===== src/rtl/tile_blit_pkg.sv =====
package tile_blit_pkg;

   typedef enum logic [1:0] {
      OP_PEN  = 2'd0,
      OP_CLIP = 2'd1,
      OP_BLIT = 2'd2,
      OP_NOP  = 2'd3
   } blit_op_e;

   typedef enum logic [2:0] {
      ST_IDLE,
      ST_SRC_A,
      ST_SRC_B,
      ST_DST,
      ST_WRITE
   } blit_state_e;

   // geometry of the running blit, latched at acceptance
   typedef struct packed {
      logic [7:0] w;
      logic [7:0] h;
      logic [2:0] dx;
      logic [2:0] dy;
      logic       bg;
   } blit_geom_t;

   // right shift of the current source byte, with the left neighbour
   // feeding its low bits in from the top
   function automatic logic [7:0] merge_shift(input logic [7:0] cur,
                                              input logic [7:0] left,
                                              input logic [2:0] sh);
      logic [15:0] pair;
      pair = {left, cur} >> sh;
      return pair[7:0];
   endfunction

endpackage


===== src/rtl/blit_pen_unit.sv =====
module blit_pen_unit #(
   parameter int         CNT_W    = 16,
   parameter logic [7:0] CLIP_RST = 8'hFF
) (
   input  logic             clk,
   input  logic             rst_n,
   input  logic             ld_pen,
   input  logic             ld_clip,
   input  logic [7:0]       val_x,
   input  logic [7:0]       val_y,
   input  logic             adv,
   input  logic [CNT_W-1:0] adv_cols,
   output logic [7:0]       pen_col,
   output logic [7:0]       pen_row,
   output logic [7:0]       clip_w,
   output logic [7:0]       clip_h
);

   always_ff @(posedge clk or negedge rst_n) begin
      if (!rst_n) begin
         pen_col <= '0;
         pen_row <= '0;
         clip_w  <= CLIP_RST;
         clip_h  <= CLIP_RST;
      end else begin
         if (ld_pen) begin
            pen_col <= val_x;
            pen_row <= val_y;
         end else if (adv) begin
            pen_col <= pen_col + adv_cols[7:0];
         end
         if (ld_clip) begin
            clip_w <= val_x;
            clip_h <= val_y;
         end
      end
   end

endmodule


===== src/rtl/blit_walker.sv =====
module blit_walker #(
   parameter int CNT_W = 16
) (
   input  logic             clk,
   input  logic             rst_n,
   input  logic             start,
   input  logic             step,
   input  logic [CNT_W-1:0] ext_w,
   input  logic [CNT_W-1:0] ext_h_px,
   input  logic [CNT_W-1:0] wrap_w,
   input  logic [CNT_W-1:0] wrap_h_px,
   output logic [CNT_W-1:0] oc,
   output logic [CNT_W-1:0] py,
   output logic [CNT_W-1:0] wc,
   output logic [CNT_W-1:0] wy,
   output logic             last
);

   localparam logic [CNT_W-1:0] ONE = CNT_W'(1);

   logic col_end;
   assign col_end = (oc == ext_w - ONE);
   assign last    = col_end && (py == ext_h_px - ONE);

   always_ff @(posedge clk or negedge rst_n) begin
      if (!rst_n) begin
         oc <= '0;
         py <= '0;
         wc <= '0;
         wy <= '0;
      end else if (start) begin
         oc <= '0;
         py <= '0;
         wc <= '0;
         wy <= '0;
      end else if (step) begin
         if (col_end) begin
            oc <= '0;
            wc <= '0;
            py <= py + ONE;
            wy <= (wy == wrap_h_px - ONE) ? '0 : wy + ONE;
         end else begin
            oc <= oc + ONE;
            wc <= (wc == wrap_w - ONE) ? '0 : wc + ONE;
         end
      end
   end

endmodule


===== src/rtl/blit_addr_gen.sv =====
module blit_addr_gen
   import tile_blit_pkg::*;
#(
   parameter int GRID_W = 20,
   parameter int GRID_H = 20,
   parameter int TC_AW  = 9,
   parameter int FB_AW  = 12,
   parameter int CNT_W  = 16
) (
   input  blit_geom_t            geom,
   input  logic [TC_AW-4:0]      base,
   input  logic [CNT_W-1:0]      oc,
   input  logic [CNT_W-1:0]      py,
   input  logic [CNT_W-1:0]      wc,
   input  logic [CNT_W-1:0]      wy,
   input  logic [7:0]            pen_col,
   input  logic [7:0]            pen_row,
   input  logic [7:0]            clip_w,
   input  logic [7:0]            clip_h,
   output logic [1:0][TC_AW-1:0] src_addr,
   output logic [1:0]            src_ok,
   output logic [FB_AW-1:0]      dst_addr,
   output logic                  dst_ok
);

   localparam int IW = TC_AW - 3;
   localparam int SW = CNT_W + 1;

   logic [SW-1:0] sy_raw, sy_sel;
   logic          row_ok;

   assign sy_raw = SW'(py) - SW'(geom.dy);
   assign sy_sel = geom.bg ? SW'(wy) : sy_raw;
   assign row_ok = geom.bg ||
                   ((py >= CNT_W'(geom.dy)) && (sy_raw < SW'({geom.h, 3'b000})));

   // lane 0 reads the column under the output byte, lane 1 its left neighbour
   for (genvar g = 0; g < 2; g++) begin : g_lane
      logic [CNT_W-1:0] col;
      logic             col_ok;
      logic [IW-1:0]    idx;

      assign col    = geom.bg ? wc : (oc - CNT_W'(g));
      assign col_ok = geom.bg ? (g == 0)
                              : (((g == 0) || (oc != '0)) && (col < CNT_W'(geom.w)));
      assign idx    = IW'(sy_sel >> 3) * IW'(geom.w) + IW'(col) + base;
      assign src_addr[g] = {idx, sy_sel[2:0]};
      assign src_ok[g]   = row_ok && col_ok;
   end

   logic [SW-1:0] t_row, t_col;
   assign t_row = SW'(pen_row) + SW'(py >> 3);
   assign t_col = SW'(pen_col) + SW'(oc);

   assign dst_ok = (oc < CNT_W'(clip_w)) && ((py >> 3) < CNT_W'(clip_h)) &&
                   (t_col < SW'(GRID_W)) && (t_row < SW'(GRID_H));
   assign dst_addr = FB_AW'((FB_AW'(t_row) * FB_AW'(GRID_W) + FB_AW'(t_col)) * FB_AW'(8))
                     + FB_AW'(py[2:0]);

endmodule


===== src/rtl/tile_xor_blitter.sv =====
module tile_xor_blitter
   import tile_blit_pkg::*;
#(
   parameter int GRID_W = 20,
   parameter int GRID_H = 20,
   parameter int TC_AW  = 9,
   parameter int FB_AW  = 12,
   parameter int REP_W  = 4,
   parameter int CNT_W  = 16
) (
   input  logic             clk,
   input  logic             rst_n,
   input  logic             cmd_valid,
   input  logic [1:0]       cmd_op,
   input  logic [7:0]       cmd_x,
   input  logic [7:0]       cmd_y,
   input  logic [TC_AW-4:0] cmd_tile,
   input  logic [15:0]      cmd_dim,
   input  logic [2:0]       cmd_dx,
   input  logic [2:0]       cmd_dy,
   input  logic             cmd_bg,
   input  logic [REP_W-1:0] cmd_xrep,
   input  logic [REP_W-1:0] cmd_yrep,
   output logic             busy,
   output logic             done,
   output logic [7:0]       pen_col,
   output logic [7:0]       pen_row,
   output logic             tc_rd_en,
   output logic [TC_AW-1:0] tc_rd_addr,
   input  logic [7:0]       tc_rd_data,
   output logic             fb_rd_en,
   output logic [FB_AW-1:0] fb_rd_addr,
   input  logic [7:0]       fb_rd_data,
   output logic             fb_wr_en,
   output logic [FB_AW-1:0] fb_wr_addr,
   output logic [7:0]       fb_wr_data
);

   localparam int MAX_EXT_PX = (255 * ((1 << REP_W) - 1) + 1) * 8;

   if (GRID_W * GRID_H * 8 > (1 << FB_AW)) begin : g_bad_fb
      $error("FB_AW too narrow for the frame grid");
   end
   if (TC_AW < 4) begin : g_bad_tc
      $error("tile cache must hold at least two tiles");
   end
   if (MAX_EXT_PX >= (1 << CNT_W)) begin : g_bad_cnt
      $error("CNT_W too narrow for the largest blit extent");
   end

   blit_state_e      state_q;
   blit_geom_t       geom_q;
   logic [TC_AW-4:0] base_q;
   logic [CNT_W-1:0] ext_w_q, ext_h_px_q;
   logic [7:0]       a_byte_q, b_byte_q;
   logic             done_q;

   logic [7:0] clip_w, clip_h;
   logic [CNT_W-1:0] oc, py, wc, wy;
   logic             last;
   logic [1:0][TC_AW-1:0] src_addr;
   logic [1:0]            src_ok;
   logic [FB_AW-1:0]      dst_addr;
   logic                  dst_ok;

   // command decode
   logic       accept, go_blit, go_pen, go_clip, empty;
   logic [7:0] c_w, c_h;
   logic [CNT_W-1:0] n_w, n_h;

   assign c_w     = cmd_dim[7:0];
   assign c_h     = cmd_dim[15:8];
   assign accept  = cmd_valid && (state_q == ST_IDLE);
   assign go_blit = accept && (blit_op_e'(cmd_op) == OP_BLIT);
   assign go_pen  = accept && (blit_op_e'(cmd_op) == OP_PEN);
   assign go_clip = accept && (blit_op_e'(cmd_op) == OP_CLIP);
   assign empty   = (c_w == '0) || (c_h == '0) ||
                    (cmd_bg && ((cmd_xrep == '0) || (cmd_yrep == '0)));

   always_comb begin
      if (cmd_bg) begin
         n_w = CNT_W'(c_w) * CNT_W'(cmd_xrep);
         n_h = CNT_W'(c_h) * CNT_W'(cmd_yrep);
      end else begin
         n_w = CNT_W'(c_w) + CNT_W'(cmd_dx != 3'd0);
         n_h = CNT_W'(c_h) + CNT_W'(cmd_dy != 3'd0);
      end
   end

   // sequencer: four cycles per destination byte
   always_ff @(posedge clk or negedge rst_n) begin
      if (!rst_n) begin
         state_q    <= ST_IDLE;
         geom_q     <= '0;
         base_q     <= '0;
         ext_w_q    <= '0;
         ext_h_px_q <= '0;
         a_byte_q   <= '0;
         b_byte_q   <= '0;
         done_q     <= 1'b0;
      end else begin
         done_q <= 1'b0;
         unique case (state_q)
            ST_IDLE: begin
               if (go_blit) begin
                  geom_q.w   <= c_w;
                  geom_q.h   <= c_h;
                  geom_q.dx  <= cmd_bg ? 3'd0 : cmd_dx;
                  geom_q.dy  <= cmd_bg ? 3'd0 : cmd_dy;
                  geom_q.bg  <= cmd_bg;
                  base_q     <= cmd_tile;
                  ext_w_q    <= empty ? '0 : n_w;
                  ext_h_px_q <= n_h << 3;
                  if (empty) done_q  <= 1'b1;
                  else       state_q <= ST_SRC_A;
               end
            end
            ST_SRC_A: state_q <= ST_SRC_B;
            ST_SRC_B: begin
               a_byte_q <= src_ok[0] ? tc_rd_data : 8'h00;
               state_q  <= ST_DST;
            end
            ST_DST: begin
               b_byte_q <= src_ok[1] ? tc_rd_data : 8'h00;
               state_q  <= ST_WRITE;
            end
            ST_WRITE: begin
               if (last) begin
                  state_q <= ST_IDLE;
                  done_q  <= 1'b1;
               end else begin
                  state_q <= ST_SRC_A;
               end
            end
            default: state_q <= ST_IDLE;
         endcase
      end
   end

   blit_pen_unit #(.CNT_W(CNT_W), .CLIP_RST(8'hFF)) u_pen (
      .clk      (clk),
      .rst_n    (rst_n),
      .ld_pen   (go_pen),
      .ld_clip  (go_clip),
      .val_x    (cmd_x),
      .val_y    (cmd_y),
      .adv      ((state_q == ST_WRITE) && last),
      .adv_cols (ext_w_q),
      .pen_col  (pen_col),
      .pen_row  (pen_row),
      .clip_w   (clip_w),
      .clip_h   (clip_h)
   );

   blit_walker #(.CNT_W(CNT_W)) u_walk (
      .clk       (clk),
      .rst_n     (rst_n),
      .start     (go_blit && !empty),
      .step      (state_q == ST_WRITE),
      .ext_w     (ext_w_q),
      .ext_h_px  (ext_h_px_q),
      .wrap_w    (CNT_W'(geom_q.w)),
      .wrap_h_px (CNT_W'({geom_q.h, 3'b000})),
      .oc        (oc),
      .py        (py),
      .wc        (wc),
      .wy        (wy),
      .last      (last)
   );

   blit_addr_gen #(
      .GRID_W (GRID_W),
      .GRID_H (GRID_H),
      .TC_AW  (TC_AW),
      .FB_AW  (FB_AW),
      .CNT_W  (CNT_W)
   ) u_addr (
      .geom     (geom_q),
      .base     (base_q),
      .oc       (oc),
      .py       (py),
      .wc       (wc),
      .wy       (wy),
      .pen_col  (pen_col),
      .pen_row  (pen_row),
      .clip_w   (clip_w),
      .clip_h   (clip_h),
      .src_addr (src_addr),
      .src_ok   (src_ok),
      .dst_addr (dst_addr),
      .dst_ok   (dst_ok)
   );

   logic [7:0] shaped;
   assign shaped = geom_q.bg ? a_byte_q : merge_shift(a_byte_q, b_byte_q, geom_q.dx);

   assign tc_rd_en   = ((state_q == ST_SRC_A) && src_ok[0]) ||
                       ((state_q == ST_SRC_B) && src_ok[1]);
   assign tc_rd_addr = (state_q == ST_SRC_B) ? src_addr[1] : src_addr[0];
   assign fb_rd_en   = (state_q == ST_DST) && dst_ok;
   assign fb_rd_addr = dst_addr;
   assign fb_wr_en   = (state_q == ST_WRITE) && dst_ok;
   assign fb_wr_addr = dst_addr;
   assign fb_wr_data = geom_q.bg ? shaped : (fb_rd_data ^ shaped);

   assign busy = (state_q != ST_IDLE);
   assign done = done_q;

endmodule


===== config.mk =====
export PLATFORM = sky130hd
export DESIGN_NAME = tile_xor_blitter
export DESIGN_NICKNAME = d
export VERILOG_FILES = /design/src/rtl/tile_blit_pkg.sv /design/src/rtl/blit_pen_unit.sv /design/src/rtl/blit_walker.sv /design/src/rtl/blit_addr_gen.sv /design/src/rtl/tile_xor_blitter.sv
export SDC_FILE = /design/constraint.sdc
export NUM_CORES = 1
export LEC_CHECK = 0
export BUFFER_PORTS_ARGS = -buffer_cell sky130_fd_sc_hd__buf_2
export CAP_MARGIN = 20
export CORE_MARGIN = 1.5
export CORE_UTILIZATION = 48
export CTS_BUF_LIST = sky130_fd_sc_hd__clkbuf_4
export CTS_CLUSTER_DIAMETER = 30
export CTS_CLUSTER_SIZE = 20
export DETAILED_ROUTE_END_ITERATION = 7
export GPL_TIMING_DRIVEN = 0
export HOLD_SLACK_MARGIN = 0.1
export PLACE_DENSITY = 0.62
export SLEW_MARGIN = 20
export SYNTH_ARGS = -nofsm -noshare
export SYNTH_HDL_FRONTEND = slang
export SYNTH_SLANG_ARGS = --single-unit

===== constraint.sdc =====
create_clock -name clk -period 17.2 [get_ports clk]
set_input_delay 4.3 -clock clk [delete_from_list [all_inputs] [get_ports clk]]
set_output_delay 4.3 -clock clk [all_outputs]
set_load 0.01 [all_outputs]

==> impl_results.md, run 1 <==
* Final HPWL DP at 36800 um
* Clk sinks at 168
* Placed cell count at 2405
* Peak VDD IR at roughly 0.00017 V
* # DRC at 0
* Syn. warnings at 0
* CTS tree: yes
* Place WS at 6.04 ns
* Status: complete, no violations
* CTS H-Tree Depth at 4
* Initial antenna violation count at 2
* Slowest-stage cell, CP: clkbuf_1
* Critical Path Start Type: flop
* Worst min-delay path startpoint: base_q[5]
* # rows at 66
* Fin crit period at 11.89 ns
* Setup tns final at 0 ns
* Relative slew slack at 30.4%
* Final Wtd Congestion at slightly above 0.9
* # hold bufs at CTS at 0
* Worst setup margin at 5.31 ns
* Initial drt markers at 1335
* Synth cell types at 82
* Root buf cell: clkbuf_4
* Syn Area/Cell at 8.54 um2
* Yosys reg bits at 168
* Max cap viols at 0
* CP cell instances: clkbuf_1 -> clkbuf_1 -> clkbuf_1 -> clkbuf_1 -> o21ai_0 -> nor2_1 -> fa_1 -> ha_1 -> inv_1 -> fa_1 -> fa_1 -> inv_1 -> fa_1 -> ha_1 -> a21oi_1 -> xor3_1 -> nor2_1 -> a21oi_1 -> xnor2_1 -> xnor2_1 -> buf_2
* Postcts setup bufs at 0
* Longest Clk Path Bufs at 2
* Starting density of the core at 48.6%
* Share of cells above drive strength 1 at 12.3%
* Worst-Margin Slew at 1.03 ns
* Dominant cell type by area after synthesis: dfrtp_1
* Routed wl met3 at 2760 um
* PortBufs at 116
* Total core area at 32500 um2
* DR top layer: met4
* Reg clk slew, reported paths at 0.15 ns
* Vias per cell at 5.76
* Fin crit share at 69.1%
* DRT antenna net count at 0
* Top cell type's share of synthesized area at ~24%
* Dominant synthesized flop cell: dfrtp_1
* Synth top area cells: dfrtp_1, ha_1, fa_1
* Top Ports at 136
* Endpoints failing setup at 0
* RSZ-0062 raised after global routing: no
* Non-filler instance count after layout at 2439
* Wire length per cell at roughly 19 um
* Multi-input logic area at 10500 um2
* CTS resizes at 0
* Die H at 184 um
* Post-Route Skew at 0.0273 ns
* Required time worst endpoint at roughly 13 ns
* Syn nets at 2102
* Grt ovf at 0
* Crit end category: output port
* Sequential Area at between 4000 and 5000 um2
* RR Endpoint: b_byte_q[2]
* First-pass GRT wire length at 73100 um
* Largest net degree at the start of global routing at 95
* Number of synthesized flops with an enable pin at 0
* Leak at 7.94 nW
* Vias in the first global route at 13400
* Critical setup path kind: flop to output port
* Launching point of the worst reg2reg path: geom_q[0]
* Die ar. at 33900 um2
* DRT Wirelength at about 46000 um
* Post-Synthesis Cells at 1846
* Reg2Reg Depth at 14
* Hold endpoint: base_q[5]
* Total CTS buffers at 17
* Sequential element share of the synthesized area at 26.8%
* Hold depth at 2
* Final hold vios at 0
* Clk Latency, worst-skew pair at 0.62 ns
* Die width at 184 um
* Pwr dens at 75.2 nW/um2
* Length of routed wiring on met1 at 21400 um
* Max incr delay on CP at between 0.6 and 0.7 ns
* WL met2 at between 20000 and 25000 um
* Max Slew Vio Count at 0
* Max Freq at 84.1 MHz
* Layout area overhead at 9.22%
* Critical path arrival at 7.59 ns
* Crit-path max FO at 10
* TritonRoute pass-1 iters at 5
* Setup slack, reg-to-reg at 11.57 ns
* Cell Area, Synth at 15800 um2
* Fillers at 3199
* Hold WC Path Type: flop to flop
* Via count at approximately 14000
* Layout Nets at 2238
* Total track usage at 27.9%
* Synth async-reset ratio at 100%
-- worst max-delay path: cells and delay by family, from the launching register on --
kind	cells	cell delay, ns
adder cells (fa/ha/maj)	6	2.65
buffers and inverters	7	2.52
XOR/XNOR	3	0.74
AO/OA/AOI/OAI	3	0.49
flip-flops	1	0.36
AND/OR/NAND/NOR	2	0.24
-- stage by stage --
step	hold WS, ns	total power [mW]	cell area (um2)	util, %
CTS	0.525	1.30	17200	53.0
global route	0.544	1.39	17200	53.0
floorplan	0.448	0.866	15800	-
global placement	0.470	1.04	16900	52.1
finish	0.521	1.29	17200	53.0
detailed placement	0.491	1.05	16900	52.2
-- cell type report --
cell class                      instances  area share (%)
Tap cell                              442            3.21
Inverter                              148            3.23
Clock buffer                           20           0.872
Sequential cell                       168            24.5
Buffer                                112            2.94
Multi-Input combinational cell       1418            60.9
Timing Repair Buffer                  117            3.59
Antenna cell                            2          0.0291
Clock inverter                         12           0.741
-- kinds of logic (layout without fill, tap and decap cells) --
group           count (synthesis)  in the layout  synth area share, %
simple gates                  635            635                 20.2
other cells                     0              2                    0
flops                         168            168                 26.8
fa+ha+maj                     182            182                 16.7
mux                            71             71                 5.40
xor+xnor                      174            174                 9.85
compound gates                356            356                 14.4
buf+inv                       260            409                 6.74
-- cell usage in the layout, fill, tap and decap left out, drive strengths merged, types with 21 or more instances in the layout --
cell type / instances
nor2: 119
o31ai: 23
nor3: 34
nand2: 222
xor2: 65
xnor2: 107
inv: 149
ha: 135
fa: 47
mux2: 29
clkbuf: 105
buf: 144
a21o: 30
and2: 33
nor4: 33
mux2i: 34
nand4: 21
nand3: 40
o21ai: 127
and3: 24
dfrtp: 152
a21oi: 64
-- flip-flops by register name, summed over array words and instances (netlist names), 8 cells and up --
signal / flops
geom_q: 23
u_walk.oc: 16
u_walk.py: 16
u_walk.wc: 16
u_walk.wy: 16
ext_h_px_q: 12
ext_w_q: 12
a_byte_q: 8
u_pen.clip_h: 8
u_pen.clip_w: 8
u_pen.pen_col: 8
u_pen.pen_row: 8
-- where the power goes --
group	switching, mW	total, mW	internal [mW]
sequential	0.0213	0.431	0.410
clock	0.154	0.244	0.0906
combinational	0.336	0.618	0.282
-- how the worst max path moves through the flow --
| stage | from | to | slack, ns | depth (start not counted) |
|---|---|---|---|---|
| 6_report | geom_q[0] | tc_rd_addr[8] | 5.31 | 21 |
| 5_1_grt | geom_q[0] | tc_rd_addr[8] | 4.95 | 21 |
| 4_1_cts | geom_q[0] | tc_rd_addr[8] | 5.33 | 21 |
| 3_5_place_dp | geom_q[0] | tc_rd_addr[8] | 6.04 | 21 |
| 3_3_place_gp | geom_q[0] | tc_rd_addr[8] | 6.13 | 21 |
| 2_1_floorplan | u_walk.py[1] | tc_rd_addr[8] | 7.12 | 21 |
-- routing by layer --
| metal | track usage [%] | vias up |
|---|---|---|
| met5 | 0 | - |
| li1 | - | 6663 |
| met4 | 10.0 | 0 |
| met2 | 43.7 | 478 |
| met3 | 3.42 | 79 |
| met1 | 39.5 | 6830 |
-- synth_stat cells (33+ instances only) --
cell type	instances
nand2_1	222
dfrtp_1	152
inv_1	148
ha_1	135
o21ai_0	126
nor2_1	119
xnor2_1	107
clkbuf_1	84
xor2_1	65
a21oi_1	64
fa_1	47
nand3_1	40
mux2i_1	34
and2_1	33
(Power assumes the default switching activity.)
==> run 2: changes to the inputs <==
Settings changed: PLACE_DENSITY 0.62 to 0.65.
Clock period 17.2 ns to 9.5 ns, I/O delays scaled along.
==> impl_results.md, run 2 (synthesis results as in run 1) <==
* Largest net degree at the start of global routing at 60 (was 95)
* CTS H-Tree Depth at 4 (unchanged)
* Worst hold slack at 0.518 ns (was 0.521 ns)
* Hold WC Path Type: flop to flop (unchanged)
* Required time worst endpoint at 7.13 ns (was 12.90 ns)
* Fin crit period at 9.22 ns
* Layout area overhead at 9.69% (was 9.22%)
* Buf/Inv on CP at 6 (was 7)
* First-pass GRT wire length at 72000 um (was 73100 um)
* Worst min-delay path startpoint: b_byte_q[5] (was base_q[5])
* Setup tns final at 0 ns (unchanged)
* Place WS at 0.420 ns (was 6.04 ns)
* Via count at 14000 (was 14100)
* Post-Route Skew at 0.0278 ns (was 0.0273 ns)
* TritonRoute pass-1 iters at 5 (unchanged)
* Critical Path Start Type: flop (unchanged)
* Most frequent cells in the layout: nand2_1, dfrtp_1, inv_1 (unchanged)
* Total core area at 32500 um2 (unchanged)
* Grt ovf at 0 (unchanged)
* Peak VDD IR at 0.000240 V (was 0.000166 V)
* Critical path arrival at 6.85 ns (was 7.59 ns)
* RSZ-0062 raised after global routing: no (unchanged)
* DRT antenna net count at 0 (unchanged)
* Hold endpoint: b_byte_q[5] (was base_q[5])
* Total track usage at 27.5% (was 27.9%)
* Crit-path max FO at 10 (unchanged)
* Layout Nets at 2241 (was 2238)
* Clk Latency, worst-skew pair at 0.66 ns (was 0.62 ns)
* Max incr delay on CP at 0.59 ns (was 0.68 ns)
* PortBufs at 116 (unchanged)
* # DRC at 0 (unchanged)
* Total power at 2.32 mW (was 1.29 mW)
* Vias in the first global route at 13100 (was 13400)
* Fin crit share at between 90% and 100%
* Starting density of the core at 48.6% (unchanged)
* Die ar. at 33900 um2 (unchanged)
* Max Freq at 108 MHz
* Hold depth at 2 (unchanged)
* Die H at 184 um (unchanged)
* Pwr dens at 134 nW/um2 (was 75.2 nW/um2)
* Root buf cell: clkbuf_4 (unchanged)
* Endpoints failing setup at 0 (unchanged)
* DRT Wirelength at 45300 um (was 46000 um)
* Launching point of the worst reg2reg path: geom_q[0] (unchanged)
* Critical setup path kind: flop to output port (unchanged)
* Reg clk slew, reported paths at 0.15 ns (about the same)
* Final hold vios at 0 (unchanged)
* Worst-Margin Slew at 1.03 ns (about the same)
* Setup slack, reg-to-reg at 4.32 ns (was 11.57 ns)
* Total CTS buffers at 17 (unchanged)
* Share of cells above drive strength 1 at 13.1% (was 12.3%)
* Crit end category: output port (unchanged)
* Family with the most delay on the worst path: adder cells (unchanged)
* Most common cell after layout, fill and taps aside: nand2_1 (unchanged)
* Placed cell area at 17000 um2 (was 16900 um2)
* Non-filler instance count after layout at 2442 (was 2439)
* RR Endpoint: a_byte_q[6] (was b_byte_q[2])
* Top Ports at 136 (unchanged)
* Max Slew Vio Count at 0 (unchanged)
* Design Area, Final at 17300 um2 (was 17200 um2)
* Relative slew slack at 30.4% (about the same)
* Clk sinks at 168 (unchanged)
* CTS tree: yes (unchanged)
* Longest Clk Path Bufs at 2 (unchanged)
* Final HPWL DP at 36300 um (was 36800 um)
* Leak at 7.98 nW (was 7.94 nW)
* # rows at 66 (unchanged)
* Slowest-stage cell, CP: dfrtp_1 (was clkbuf_1)
* Reg2Reg Depth at 15 (was 14)
* Final Core Density at 53.3% (was 53.0%)
* Vias per cell at 5.72 (was 5.76)
* Wire length per cell at 18.6 um (was 18.8 um)
* Cell mode on critical path: fa_1
* Placed cell count at 2406 (was 2405)
* Max cap viols at 0 (unchanged)
* Initial antenna violation count at 1 (was 2)
* Final Wtd Congestion at 0.921 (was 0.926)
* Status: complete, no violations (unchanged)
* Reg with most FFs: geom_q (unchanged)
* Die width at 184 um (unchanged)
* Max reg flops at 23 (unchanged)
* Initial drt markers at 1091 (was 1335)
* CP cell instances: clkbuf_2 -> inv_1 -> clkbuf_1 -> nor2_1 -> a31oi_4 -> and2_1 -> fa_1 -> ha_1 -> inv_1 -> fa_1 -> fa_1 -> inv_1 -> fa_1 -> ha_1 -> a21oi_2 -> xor2_1 -> xnor2_1 -> a21oi_1 -> xnor2_1 -> xnor2_1 -> buf_2 (was clkbuf_1 -> clkbuf_1 -> clkbuf_1 -> clkbuf_1 -> o21ai_0 -> nor2_1 -> fa_1 -> ha_1 -> inv_1 -> fa_1 -> fa_1 -> inv_1 -> fa_1 -> ha_1 -> a21oi_1 -> xor3_1 -> nor2_1 -> a21oi_1 -> xnor2_1 -> xnor2_1 -> buf_2)
* Worst setup margin at 0.278 ns (was 5.31 ns)
==> run 2: changes by cell type in the layout (fill, tap and decap cells not counted), moves of 2 or more <==
cell        delta
clkbuf_2       +3
a21oi_2        +2
dfrtp_2        +2
a21oi_1        -2
clkinvlp_4     -2
dfrtp_1        -2
clkbuf_1       -5
inv_6          +3
buf_4          +4
clkbuf_4       -3
==> run 2: worst min-delay path, delay by kind of cell, from the launching register on <==
| family | cells | cell delay (ns) |
|---|---|---|
| DFF | 1 | 0.39 |
| and+or+nand+nor | 1 | 0.05 |
| AOI/OAI and AO/OA | 1 | 0.06 |
==> run 2: cell type report <==
cell class	instances	area [um2]
fill	3131	15200
multi-input combinational	1418	10500
sequential	168	4230
timing repair buffer	122	676
inverter	148	556
tap	442	553
buffer	110	503
clock buffer	17	128
clock inverter	15	126
antenna	2	5.00
==> run 2: worst max path at each step <==
stage / to / slack [ns] / start / cells after the start
floorplan: tc_rd_addr[8] / 1.34 / u_walk.py[1] / 21
global route: tc_rd_addr[8] / 0.02 / u_walk.py[0] / 24
global placement: tc_rd_addr[8] / 0.38 / geom_q[0] / 21
finish: tc_rd_addr[8] / 0.28 / geom_q[0] / 21
detailed placement: tc_rd_addr[8] / 0.42 / geom_q[0] / 21
CTS: tc_rd_addr[8] / 0.01 / u_walk.py[1] / 22
==> run 2: per-layer routing <==
layer	share of wire [%]	GRT usage [%]	up-vias
met3	6.5	4.19	57
met4	2.1	8.00	0
met2	45	44.0	468
met5	0	0	-
met1	46	38.4	6767
li1	-	-	6666
==> run 2: timing repair <==
action                     in CTS  in global routing
setup endpoints to repair       1                  1
pin swaps                       1                  2
resized for setup               6                  9
buffers inserted                0                  4
hold buffers                    0                  0
==> run 2: power breakdown <==
group	switching, mW	total [mW]	internal [mW]
Combinational	0.610	1.13	0.516
Clock	0.286	0.417	0.130
Sequential	0.0373	0.780	0.743
Total	0.933	2.32	1.39
==> run 3: changes to the inputs <==
Settings changed: SYNTH_HIERARCHICAL set to 1.
==> impl_results.md, run 3 <==
* Length of routed wiring on met1 at 22100 um (was 20800 um)
* Post-Route Skew at 0.0204 ns (was 0.0278 ns)
* Int Pwr at 3.63 mW (was 1.39 mW)
* TritonRoute pass-1 iters at 7 (was 5)
* CTS H-Tree Depth at 4 (unchanged)
* Most common cell after layout, fill and taps aside: nand2_1 (unchanged)
* Setup tns final at 0 ns (unchanged)
* Root buf cell: clkbuf_4 (unchanged)
* Total core area at 34800 um2 (was 32500 um2)
* Reg2Reg Depth at 15 (unchanged)
* CTS resizes at 0 (was 6)
* RSZ-0062 raised after global routing: no (unchanged)
* Buf/Inv on CP at 6 (unchanged)
* Placed cell count at 2648 (was 2406)
* Clock network power share at 5.6% (was 17.9%)
* WL met2 at 22500 um (was 20600 um)
* Most frequent cells in the layout: nand2_1, inv_1, dfrtp_1 (was nand2_1, dfrtp_1, inv_1)
* Clk sinks at 168 (unchanged)
* Number of synthesized flops with an enable pin at 0 (unchanged)
* Largest net degree at the start of global routing at 64 (was 60)
* Total power at 7.11 mW (was 2.32 mW)
* Final Wtd Congestion at 0.894 (was 0.921)
* Post-Synthesis Cells at 1984 (was 1846)
* Design Area, Final at 18900 um2 (was 17300 um2)
* Worst setup margin at 0.328 ns (was 0.278 ns)
* Final Core Density at 54.2% (was 53.3%)
* CTS tree: yes (unchanged)
* Critical Path Start Type: flop (unchanged)
* Pwr dens at 377 nW/um2 (was 134 nW/um2)
* # rows at 68 (was 66)
* Dominant synthesized flop cell: dfrtp_1 (unchanged)
* Max Freq at 109 MHz (was 108 MHz)
* Starting density of the core at 49.0% (was 48.6%)
* Wire length per cell at 17.9 um (was 18.6 um)
* Vias in the first global route at 14100 (was 13100)
* Total track usage at 26.4% (was 27.5%)
* DRT Wirelength at 47900 um (was 45300 um)
* Setup slack, reg-to-reg at 4.51 ns (was 4.32 ns)
* Grt ovf at 0 (unchanged)
* Status: complete, no violations (unchanged)
* Logic pwr share at 75.7% (was 48.5%)
* Critical setup path kind: flop to output port (unchanged)
* Initial antenna violation count at 2 (was 1)
* Synth top area cells: dfrtp_1, ha_1, xnor2_1 (was dfrtp_1, ha_1, fa_1)
* Non-filler instance count after layout at 2681 (was 2442)
* Max incr delay on CP at 0.60 ns (was 0.59 ns)
* Yosys reg bits at 168 (unchanged)
* Postcts setup bufs at 0 (unchanged)
* Fillers at 3303 (was 3131)
* DRT antenna net count at 0 (unchanged)
* Hold depth at 2 (unchanged)
* Synth async-reset ratio at 100% (unchanged)
* Max cap viols at 0 (unchanged)
* Max Slew Vio Count at 0 (unchanged)
* Leak at 8.71 nW (was 7.98 nW)
* Most instantiated library cell after synthesis: nand2_1 (unchanged)
* # DRC at 0 (unchanged)
* Vias per cell at 5.62 (was 5.72)
* Routed wl met3 at 2470 um (was 2960 um)
* Dominant cell type by area after synthesis: dfrtp_1 (unchanged)
* Longest Clk Path Bufs at 2 (unchanged)
* PortBufs at 123 (was 116)
* Worst hold slack at 0.505 ns (was 0.518 ns)
* P_sw at 3.48 mW (was 933 uW)
* Fin crit share at 96.5% (was 97.1%)
* Max reg flops at 23 (unchanged)
* Syn. warnings at 6 (was 0)
* Endpoints failing setup at 0 (unchanged)
* Fin crit period at 9.17 ns (was 9.22 ns)
* Reg with most FFs: geom_q (unchanged)
* Sequential element share of the synthesized area at 24.8% (was 26.8%)
* Family with the most delay on the worst path: adder cells (unchanged)
* Reg clk slew, reported paths at 0.15 ns (about the same)
* Clk Latency, worst-skew pair at 0.59 ns (was 0.66 ns)
* Crit-path max FO at 7 (was 10)
* Reg power frac at 18.6% (was 33.6%)
* Die ar. at 36700 um2 (was 33900 um2)
* Required time worst endpoint at 7.13 ns (about the same)
* Crit end category: output port (unchanged)
* First-pass GRT wire length at 75600 um (was 72000 um)
* Top Ports at 136 (unchanged)
* Critical path arrival at 6.80 ns (was 6.85 ns)
* Total CTS buffers at 17 (unchanged)
* Via count at 15100 (was 14000)
* Die width at 192 um (was 184 um)
* Stages on worst setup path at 23 (was 21)
* Place WS at 0.964 ns (was 0.420 ns)
* Relative slew slack at 45.8% (was 30.4%)
* Peak VDD IR at 0.00124 V (was 0.000240 V)
* Net Sw Frac at 48.9% (was 40.2%)
* Placed cell area at 18600 um2 (was 17000 um2)
* CP cell instances: inv_1 -> ha_1 -> fa_1 -> nor2b_1 -> clkbuf_1 -> o31a_1 -> o31a_1 -> nand2_1 -> fa_1 -> inv_1 -> ha_1 -> ha_1 -> ha_1 -> inv_1 -> fa_1 -> inv_1 -> fa_1 -> ha_1 -> a21oi_1 -> xor3_1 -> xnor2_1 -> mux2_2 -> buf_2 (was clkbuf_2 -> inv_1 -> clkbuf_1 -> nor2_1 -> a31oi_4 -> and2_1 -> fa_1 -> ha_1 -> inv_1 -> fa_1 -> fa_1 -> inv_1 -> fa_1 -> ha_1 -> a21oi_2 -> xor2_1 -> xnor2_1 -> a21oi_1 -> xnor2_1 -> xnor2_1 -> buf_2)
* # hold bufs at CTS at 0 (unchanged)
* Worst-Margin Slew at 0.806 ns (was 1.03 ns)
* Synth cell types at 112 (was 82)
* Top cell type's share of synthesized area at 22.3% (was 24.1%)
* Final hold vios at 0 (unchanged)
* Layout area overhead at 10.6% (was 9.69%)
* Cell mode on critical path: ha_1 (was fa_1)
* Hold WC Path Type: flop to flop (unchanged)
* Final HPWL DP at 37900 um (was 36300 um)
* Slowest-stage cell, CP: dfrtp_1 (unchanged)
* Layout Nets at 2468 (was 2241)
* Initial drt markers at 1106 (was 1091)
* DR top layer: met4 (unchanged)
* Syn Area/Cell at 8.60 um2 (was 8.54 um2)
* Cell Area, Synth at 17100 um2 (was 15800 um2)
* Share of cells above drive strength 1 at 15.3% (was 13.1%)
* Die H at 192 um (was 184 um)
* Most frequent cells after synthesis: nand2_1, inv_1, dfrtp_1 (was nand2_1, dfrtp_1, inv_1)
==> run 3: cell types whose count changed in the layout (fill, tap and decap cells not counted), moves of 15 or more <==
cell | previous run | this run
mux2_2 | 28 | 63
xnor2_1 | 107 | 130
nor3_1 | 32 | 55
conb_1 | 0 | 85
clkbuf_1 | 79 | 53
and2_1 | 33 | 60
o31ai_1 | 23 | 8
buf_2 | 120 | 135
==> run 3: layer usage <==
metal  up-vias  global-route usage, %
met4         0                   6.82
met2       436                   44.5
met5         -                      0
met1      7313                   36.3
li1       7268                      -
met3        54                   2.55
==> run 3: power by group through the flow <==
| stage | logic [mW] | clock network [mW] | registers (mW) |
|---|---|---|---|
| final | 5.38 | 0.401 | 1.33 |
| after CTS | 5.38 | 0.418 | 1.32 |
| after floorplan | 3.98 | 0 | 1.19 |
| after global placement | 5.20 | 0 | 1.33 |
| after detailed placement | 5.35 | 0 | 1.34 |
| after global routing | 5.95 | 0.441 | 1.36 |
==> run 3: path summary, 6_finish.rpt <==
check | endpoint | from
min in group asynchronous | ext_h_px_q[4] | rst_n
setup / recovery | tc_rd_addr[8] | u_walk/py[0]
hold reg to reg | b_byte_q[5] | b_byte_q[5]
hold / removal | b_byte_q[5] | b_byte_q[5]
setup reg to reg | u_pen/pen_col[7] | ext_w_q[0]
max in group asynchronous | u_pen/clip_w[7] | rst_n
==> run 3: cell families (layout without fill, tap and decap cells) <==
group,count (synthesis),after routing,share of synthesized area (%)
adders and majority gates,182,182,15.4
and+or+nand+nor,703,703,21.7
buffers and inverters,268,425,7.06
AOI/OAI and AO/OA,370,370,14.3
muxes,91,91,6.04
DFF,168,168,24.8
xor gates and xnor gates,201,201,10.7
other,1,86,0.0220
==> run 3: worst reg2reg max path, stage by stage (launching register included) <==
cell,delay (ns)
dfrtp_1,0.55
inv_1,0.11
ha_1,0.25
or4b_1,0.44
buf_2,0.20
nor3_1,0.20
xnor2_1,0.16
o2111ai_2,0.20
nor4_4,0.71
nor4b_1,0.70
and2_1,0.36
buf_6,0.18
nand2_1,0.06
or4_4,0.43
and4_4,0.20
o31ai_2,0.16
==> run 3: final cells by class <==
type / instances / area [um2] / area share, %
clock inverters: 15 / 119 / 0.630
clock buffers: 17 / 128 / 0.676
well taps: 455 / 569 / 3.02
diodes: 1 / 2.50 / 0.0133
multi-input cells: 1632 / 11900 / 63.3
repair buffers: 125 / 681 / 3.61
flip-flops and latches: 168 / 4230 / 22.4
plain buffers: 104 / 586 / 3.10
inverters: 164 / 618 / 3.27
